<file path="config.mk">
export PLATFORM = sky130hd
export DESIGN_NAME = victim_cache
export DESIGN_NICKNAME = d
export VERILOG_FILES = /design/src/rtl/vc_pkg.sv /design/src/rtl/vc_store.sv /design/src/rtl/vc_match.sv /design/src/rtl/vc_lru.sv /design/src/rtl/victim_cache.sv
export SDC_FILE = /design/constraint.sdc
export NUM_CORES = 2
export LEC_CHECK = 0
export ABC_CLOCK_PERIOD_IN_PS = 4900
export BUFFER_PORTS_ARGS = -buffer_cell sky130_fd_sc_hd__buf_2
export CORE_AREA = 2 2 402 404
export CTS_CLUSTER_SIZE = 12
export DETAILED_ROUTE_END_ITERATION = 12
export DIE_AREA = 0 0 404 406
export PLACE_DENSITY = 0.54
export SYNTH_ARGS = -nofsm -noshare
export SYNTH_HDL_FRONTEND = slang
export SYNTH_SLANG_ARGS = --single-unit
export TNS_END_PERCENT = 20
</file>
<file path="constraint.sdc">
create_clock -name clk -period 4.9 [get_ports clk]
set_clock_uncertainty 0.2 [all_clocks]
set_input_delay 0.98 -clock clk [delete_from_list [all_inputs] [get_ports clk]]
set_output_delay 0.98 -clock clk [all_outputs]
set_load 0.05 [all_outputs]
</file>
<file path="src/rtl/vc_pkg.sv">
package vc_pkg;

    typedef enum logic [0:0] {
        ST_IDLE = 1'b0,
        ST_LOOK = 1'b1
    } vc_state_e;

    typedef enum logic [1:0] {
        UPD_NONE   = 2'd0,
        UPD_INSERT = 2'd1,
        UPD_SWAP   = 2'd2,
        UPD_DROP   = 2'd3
    } vc_upd_e;

endpackage

</file>
<file path="src/rtl/vc_store.sv">
module vc_store #(
    parameter int ENTRIES = 4,
    parameter int TAG_W   = 27,
    parameter int LINE_W  = 256,
    localparam int IDX_W  = (ENTRIES > 1) ? $clog2(ENTRIES) : 1
) (
    input  logic                             clk,
    input  logic                             rst_n,
    input  logic                             wr_en,
    input  logic [IDX_W-1:0]                 wr_idx,
    input  logic [TAG_W-1:0]                 wr_tag,
    input  logic [LINE_W-1:0]                wr_line,
    input  logic                             clr_en,
    input  logic [IDX_W-1:0]                 clr_idx,
    output logic [ENTRIES-1:0][TAG_W-1:0]    tags,
    output logic [ENTRIES-1:0][LINE_W-1:0]   lines,
    output logic [ENTRIES-1:0]               valid
);

    for (genvar g = 0; g < ENTRIES; g++) begin : g_slot
        logic sel_wr;
        logic sel_clr;
        assign sel_wr  = wr_en  && (wr_idx  == IDX_W'(g));
        assign sel_clr = clr_en && (clr_idx == IDX_W'(g));

        always_ff @(posedge clk) begin
            if (!rst_n) begin
                valid[g] <= 1'b0;
            end else if (sel_wr) begin
                valid[g] <= 1'b1;
            end else if (sel_clr) begin
                valid[g] <= 1'b0;
            end
        end

        always_ff @(posedge clk) begin
            if (!rst_n) begin
                tags[g]  <= '0;
                lines[g] <= '0;
            end else if (sel_wr) begin
                tags[g]  <= wr_tag;
                lines[g] <= wr_line;
            end
        end
    end

endmodule

</file>
<file path="src/rtl/vc_match.sv">
module vc_match #(
    parameter int ENTRIES = 4,
    parameter int TAG_W   = 27,
    localparam int IDX_W  = (ENTRIES > 1) ? $clog2(ENTRIES) : 1
) (
    input  logic [ENTRIES-1:0][TAG_W-1:0] tags,
    input  logic [ENTRIES-1:0]            valid,
    input  logic [TAG_W-1:0]              key,
    output logic [ENTRIES-1:0]            hit_vec,
    output logic                          any_hit,
    output logic [IDX_W-1:0]              hit_idx
);

    for (genvar g = 0; g < ENTRIES; g++) begin : g_cmp
        assign hit_vec[g] = valid[g] && (tags[g] == key);
    end

    assign any_hit = |hit_vec;

    always_comb begin
        hit_idx = '0;
        for (int i = ENTRIES - 1; i >= 0; i--) begin
            if (hit_vec[i]) begin
                hit_idx = IDX_W'(i);
            end
        end
    end

endmodule

</file>
<file path="src/rtl/vc_lru.sv">
module vc_lru #(
    parameter int ENTRIES = 4,
    localparam int IDX_W  = (ENTRIES > 1) ? $clog2(ENTRIES) : 1
) (
    input  logic               clk,
    input  logic               rst_n,
    input  logic               touch_en,
    input  logic [IDX_W-1:0]   touch_idx,
    input  logic [ENTRIES-1:0] valid,
    output logic [IDX_W-1:0]   victim_idx,
    output logic [ENTRIES-1:0] oldest_vec
);

    logic [ENTRIES-1:0][IDX_W-1:0] age;
    logic [IDX_W-1:0]              touched_age;

    assign touched_age = age[touch_idx];

    for (genvar g = 0; g < ENTRIES; g++) begin : g_age
        always_ff @(posedge clk) begin
            if (!rst_n) begin
                age[g] <= IDX_W'(g);
            end else if (touch_en) begin
                if (touch_idx == IDX_W'(g)) begin
                    age[g] <= '0;
                end else if (age[g] < touched_age) begin
                    age[g] <= age[g] + 1'b1;
                end
            end
        end
        assign oldest_vec[g] = (age[g] == IDX_W'(ENTRIES - 1));
    end

    always_comb begin
        logic found_free;
        found_free = 1'b0;
        victim_idx = '0;
        for (int i = 0; i < ENTRIES; i++) begin
            if (!found_free && !valid[i]) begin
                victim_idx = IDX_W'(i);
                found_free = 1'b1;
            end
        end
        if (!found_free) begin
            for (int i = 0; i < ENTRIES; i++) begin
                if (oldest_vec[i]) begin
                    victim_idx = IDX_W'(i);
                end
            end
        end
    end

endmodule

</file>
<file path="src/rtl/victim_cache.sv">
module victim_cache
    import vc_pkg::*;
#(
    parameter int ENTRIES    = 4,
    parameter int LINE_BYTES = 32,
    parameter int ADDR_W     = 32,
    localparam int OFFS_W    = $clog2(LINE_BYTES),
    localparam int TAG_W     = ADDR_W - OFFS_W,
    localparam int LINE_W    = LINE_BYTES * 8,
    localparam int IDX_W     = (ENTRIES > 1) ? $clog2(ENTRIES) : 1
) (
    input  logic              clk,
    input  logic              rst_n,
    input  logic              req_valid,
    input  logic [ADDR_W-1:0] req_addr,
    output logic              busy,
    output logic              resp_valid,
    output logic              resp_hit,
    output logic [LINE_W-1:0] resp_line,
    input  logic              l1_miss,
    input  logic              evict_valid,
    input  logic [ADDR_W-1:0] evict_addr,
    input  logic [LINE_W-1:0] evict_line
);

    vc_state_e state_q;
    vc_state_e state_d;
    vc_upd_e   upd;

    logic [TAG_W-1:0]              key_q;
    logic [ENTRIES-1:0][TAG_W-1:0] tags;
    logic [ENTRIES-1:0][LINE_W-1:0] lines;
    logic [ENTRIES-1:0]            valid_vec;
    logic [ENTRIES-1:0]            hit_vec;
    logic [ENTRIES-1:0]            oldest_vec;
    logic                          any_hit;
    logic [IDX_W-1:0]              hit_idx;
    logic [IDX_W-1:0]              victim_idx;

    logic              wr_en;
    logic [IDX_W-1:0]  wr_idx;
    logic              clr_en;
    logic              touch_en;

    // State register
    always_ff @(posedge clk) begin
        if (!rst_n) begin
            state_q <= ST_IDLE;
        end else begin
            state_q <= state_d;
        end
    end

    // Request key capture: block address only
    always_ff @(posedge clk) begin
        if (!rst_n) begin
            key_q <= '0;
        end else if (state_q == ST_IDLE && req_valid) begin
            key_q <= req_addr[ADDR_W-1:OFFS_W];
        end
    end

    // Next state
    always_comb begin
        state_d = state_q;
        unique case (state_q)
            ST_IDLE: if (req_valid) state_d = ST_LOOK;   // T_ACCEPT / T_WAIT
            ST_LOOK: state_d = ST_IDLE;                  // T_DONE
            default: state_d = ST_IDLE;
        endcase
    end

    // Outputs and update selection
    always_comb begin
        busy       = 1'b0;
        resp_valid = 1'b0;
        resp_hit   = 1'b0;
        resp_line  = '0;
        upd        = UPD_NONE;
        unique case (state_q)
            ST_IDLE: begin
                busy = 1'b0;
            end
            ST_LOOK: begin
                busy       = 1'b1;
                resp_valid = 1'b1;
                resp_hit   = any_hit;
                resp_line  = any_hit ? lines[hit_idx] : '0;
                if (l1_miss) begin
                    if (any_hit) begin
                        upd = evict_valid ? UPD_SWAP : UPD_DROP;
                    end else if (evict_valid) begin
                        upd = UPD_INSERT;
                    end
                end
            end
            default: begin
                busy = 1'b0;
            end
        endcase
    end

    assign wr_en    = (upd == UPD_SWAP) || (upd == UPD_INSERT);
    assign wr_idx   = (upd == UPD_SWAP) ? hit_idx : victim_idx;
    assign clr_en   = (upd == UPD_DROP);
    assign touch_en = wr_en;

    vc_store #(
        .ENTRIES (ENTRIES),
        .TAG_W   (TAG_W),
        .LINE_W  (LINE_W)
    ) u_store (
        .clk     (clk),
        .rst_n   (rst_n),
        .wr_en   (wr_en),
        .wr_idx  (wr_idx),
        .wr_tag  (evict_addr[ADDR_W-1:OFFS_W]),
        .wr_line (evict_line),
        .clr_en  (clr_en),
        .clr_idx (hit_idx),
        .tags    (tags),
        .lines   (lines),
        .valid   (valid_vec)
    );

    vc_match #(
        .ENTRIES (ENTRIES),
        .TAG_W   (TAG_W)
    ) u_match (
        .tags    (tags),
        .valid   (valid_vec),
        .key     (key_q),
        .hit_vec (hit_vec),
        .any_hit (any_hit),
        .hit_idx (hit_idx)
    );

    vc_lru #(
        .ENTRIES (ENTRIES)
    ) u_lru (
        .clk        (clk),
        .rst_n      (rst_n),
        .touch_en   (touch_en),
        .touch_idx  (wr_idx),
        .valid      (valid_vec),
        .victim_idx (victim_idx),
        .oldest_vec (oldest_vec)
    );

endmodule

</file>
==> results.cfg <==
[timing]
max_freq_mhz = 198
maxSlewHeadroom = 0.379
layout_setup_ws_ns = -0.142
layout_min_cycle_time_ns = 5.04
hold_viol = 0
slew_violations = 0
rsz0062_at_grt = yes
worst_slew_pin_slew_ns = 0.928
setup-violations-final = 93
period_share = 1.03

[pwr]
ir_drop_mv = 0.336
powerDensity_nw_per_um2 = 337
leakage_nw = 20.7
total_power_mw = 20.9
switching_share = 0.240
pwr-share-clk = 0.499
switchingPower_mw = 5.00
p_seq_frac = 0.463
combPwrFrac = 0.038
p_int_mw = 15.9

[clock_network]
cts_buffer_depth = 3
htreeDepth = 4
cts_hold_buffers = 0
root_buffer = clkbuf_16
clk_pin_slew_ns = 0.06
clk_latency_ns = 0.79
cts_tree = yes
cts_buffers = 136
cts_sinks = 1172

[critical_path]
critPathCaptureType = output pin
critPathMaxStageDelay_ns = 0.42
start_kind = flop
crit_buf_inv = 6
path_class = reg2out
critical_path.max_fanout = 7
crit_path_frequent_cell = nand4_1
arrival_ns = 3.86
required_ns = 3.72
crit_slowest_cell = a222oi_1
crit_family = buffers and inverters
cp_cell_sequence = xnor2_2 > nand4_1 > nor4_2 > buf_4 > nand4_1 > nand2_2 > buf_6 > nor2_4 > buf_12 > clkbuf_16 > buf_8 > a222oi_1 > a21oi_1 > buf_2

[floorplan]
start_util = 0.298
die-width_um = 404
fp.dieH_um = 406
core_region_area_sq_um = 160000
io_pins = 584
dieArea_sq_um = 164000
core.rowCount = 147

[grt]
grt_usage = 0.204
grt_pass1_wl_mm = 263
grt_overflow_total = 0
grt_max_degree = 135
antenna_found_initial = 37
grt_pass1_vias = 43900

[placed_design]
io_buffers = 573
place_congestion = 0.810
place_ws_ns = 0.192
dp_cells = 8653
post-dp-hpwl_mm = 110

[detailed_routing]
post_drt_via_cell_ratio = 5.22
drc_errors = 0
firstDrtPassIters = 10
drtIter0Drc = 4806
vias = 47000
postRouteWirelength_mm = 181
wl_per_cell_um = 20.1
antenna_left = 0

[yosys]
synth-simple-area-share = 0.220
ys_seq_area_frac = 0.493
synth_top_family_by_area = simple AND/OR/NAND/NOR gates
async_reset_ff_frac = 0
synth_edf_count = 0
ys_warn_count = 0
ys_seq_elements = 1172
synthXorXnorAreaFrac = 0.0213
synth_compound_area_frac = 0.211
muxShareOfSynthArea = 0.000893
synth_nets = 6621
synth_fa_ha_area_frac = 0.00158
syn_area_sq_um = 47600
synthCells = 6290
synth_ff_type = dfxtp_1
avgSynthCellArea_sq_um = 7.57
yosys.cell_types.count = 58

[finish]
finalNonFillerCells = 9004
final_cell_mix = nand2_1 (2587), a21oi_1 (1353), dfxtp_1 (1148)
drive_above_1_share = 0.187
final_nets = 7127
final_common_cell = nand2_1
areaGrowthSynthToFinish_pct = 30.1

[job]
max_cap_violations = 0

[worst_hold_path]
hold_path_class = in2reg

[run_status]
violations = setup timing
outcome = finished with violations
what timing repair did:
action                                  4_1_cts  5_1_grt
cloned                                       18       28
pin swaps                                   124      196
endpoints found under the setup margin      257      532
setup buffers                                20       30
resized for setup                           310      244
final timing paths:
check	slack, ns	endpoint	cells after the start	start
worst max-delay path	-0.14	resp_line[223]	14	key_q[18]
worst max register to register	0.22	u_store.lines[362]	22	key_q[18]
worst min register to register	0.25	u_store.lines[93]	2	u_store.lines[93]
worst min-delay path	0.23	key_q[9]	3	req_addr[14]
metal layers:
metal,up-vias,track usage,wire (um)
met1,22500,0.272,78300
li1,22300,-,-
met4,48,0.0739,5070
met5,-,0,310
met2,1841,0.323,83300
met3,343,0.0434,14300
worst reg2reg max path: stages, from the launching register on:
cell and delay (ns):
dfxtp_4 0.39, xnor2_2 0.25, nand4_1 0.16, nor4_2 0.26, buf_4 0.17, nand4_1 0.15
nand2_2 0.15, buf_4 0.11, nor2_1 0.05, xnor2_1 0.12, nor2b_1 0.18, inv_1 0.06
ha_1 0.22, nor2b_1 0.19, a21bo_2 0.29, o31a_1 0.16, a22oi_4 0.21, buf_4 0.21
nand4_1 0.18, buf_4 0.33, buf_12 0.25, nand2_1 0.16, a21oi_1 0.06
through the flow:
| stage | TNS [ns] | hold WS [ns] | cell area [sq um] | utilization |
|---|---|---|---|---|
| 6_report | -3.39 | 0.233 | 61900 | 0.388 |
| 5_1_grt | -38.83 | 0.195 | 61900 | 0.388 |
| 4_1_cts | -32.06 | 0.146 | 60300 | 0.378 |
| 3_5_place_dp | 0 | 0.246 | 54000 | 0.338 |
| 3_3_place_gp | 0 | 0.241 | 54000 | 0.338 |
| 2_1_floorplan | 0 | 0.236 | 47600 | - |
cell families after synthesis:
kind of cell,after synthesis
xor gates and xnor gates,110
adders and majority gates,6
AOI/OAI and AO/OA,1718
and+or+nand+nor,2706
buffers and inverters,575
muxes,3
DFF,1172
final cells by class:
type / count / area (sq um)
fill: 16300 / 97700
clock buffer: 205 / 3960
clock inverter: 38 / 651
inverter: 14 / 60.1
tap: 2086 / 2610
timing repair buffer: 928 / 8780
sequential: 1172 / 23500
antenna: 17 / 42.5
multi-input combinational: 4544 / 22300
power by group through the flow:
stage | sequential [mW] | combinational, mW | clock (mW)
after floorplan | 9.82 | 0.381 | 0
after global placement | 9.85 | 0.760 | 0
after detailed placement | 9.86 | 0.765 | 0
after CTS | 9.65 | 0.780 | 10.6
after global routing | 9.65 | 0.862 | 11.0
final | 9.65 | 0.800 | 10.4
cell usage after synthesis, drive strengths merged (3+ instances only):
| cell | instances | area share |
|---|---|---|
| a211oi | 4 | 0.00063 |
| a21oi | 1423 | 0.15 |
| a222oi | 256 | 0.054 |
| a22oi | 3 | 0.00076 |
| a41o | 7 | 0.0015 |
| and4 | 7 | 0.0013 |
| buf | 252 | 0.027 |
| clkbuf | 309 | 0.024 |
| dfxtp | 1172 | 0.49 |
| ha | 6 | 0.0016 |
| inv | 14 | 0.0011 |
| mux2i | 3 | 0.00089 |
| nand2 | 2588 | 0.20 |
| nand2b | 4 | 0.00053 |
| nand3 | 7 | 0.00074 |
| nand4 | 33 | 0.0043 |
| nand4bb | 3 | 0.00071 |
| nor2 | 17 | 0.0015 |
| nor2b | 4 | 0.00053 |
| nor3 | 7 | 0.0011 |
| nor4 | 21 | 0.0031 |
| nor4b | 5 | 0.00092 |
| o211ai | 3 | 0.00058 |
| o21ai | 4 | 0.00042 |
| xnor2 | 63 | 0.013 |
| xor2 | 47 | 0.0086 |
flip-flops by register name, summed over array words and instances (netlist names):
register,cells
key_q,27
state_q,1
u_lru.age,8
u_store.lines,1024
u_store.tags,108
u_store.valid,4
No activity file was read; power rests on OpenSTA's default activity.
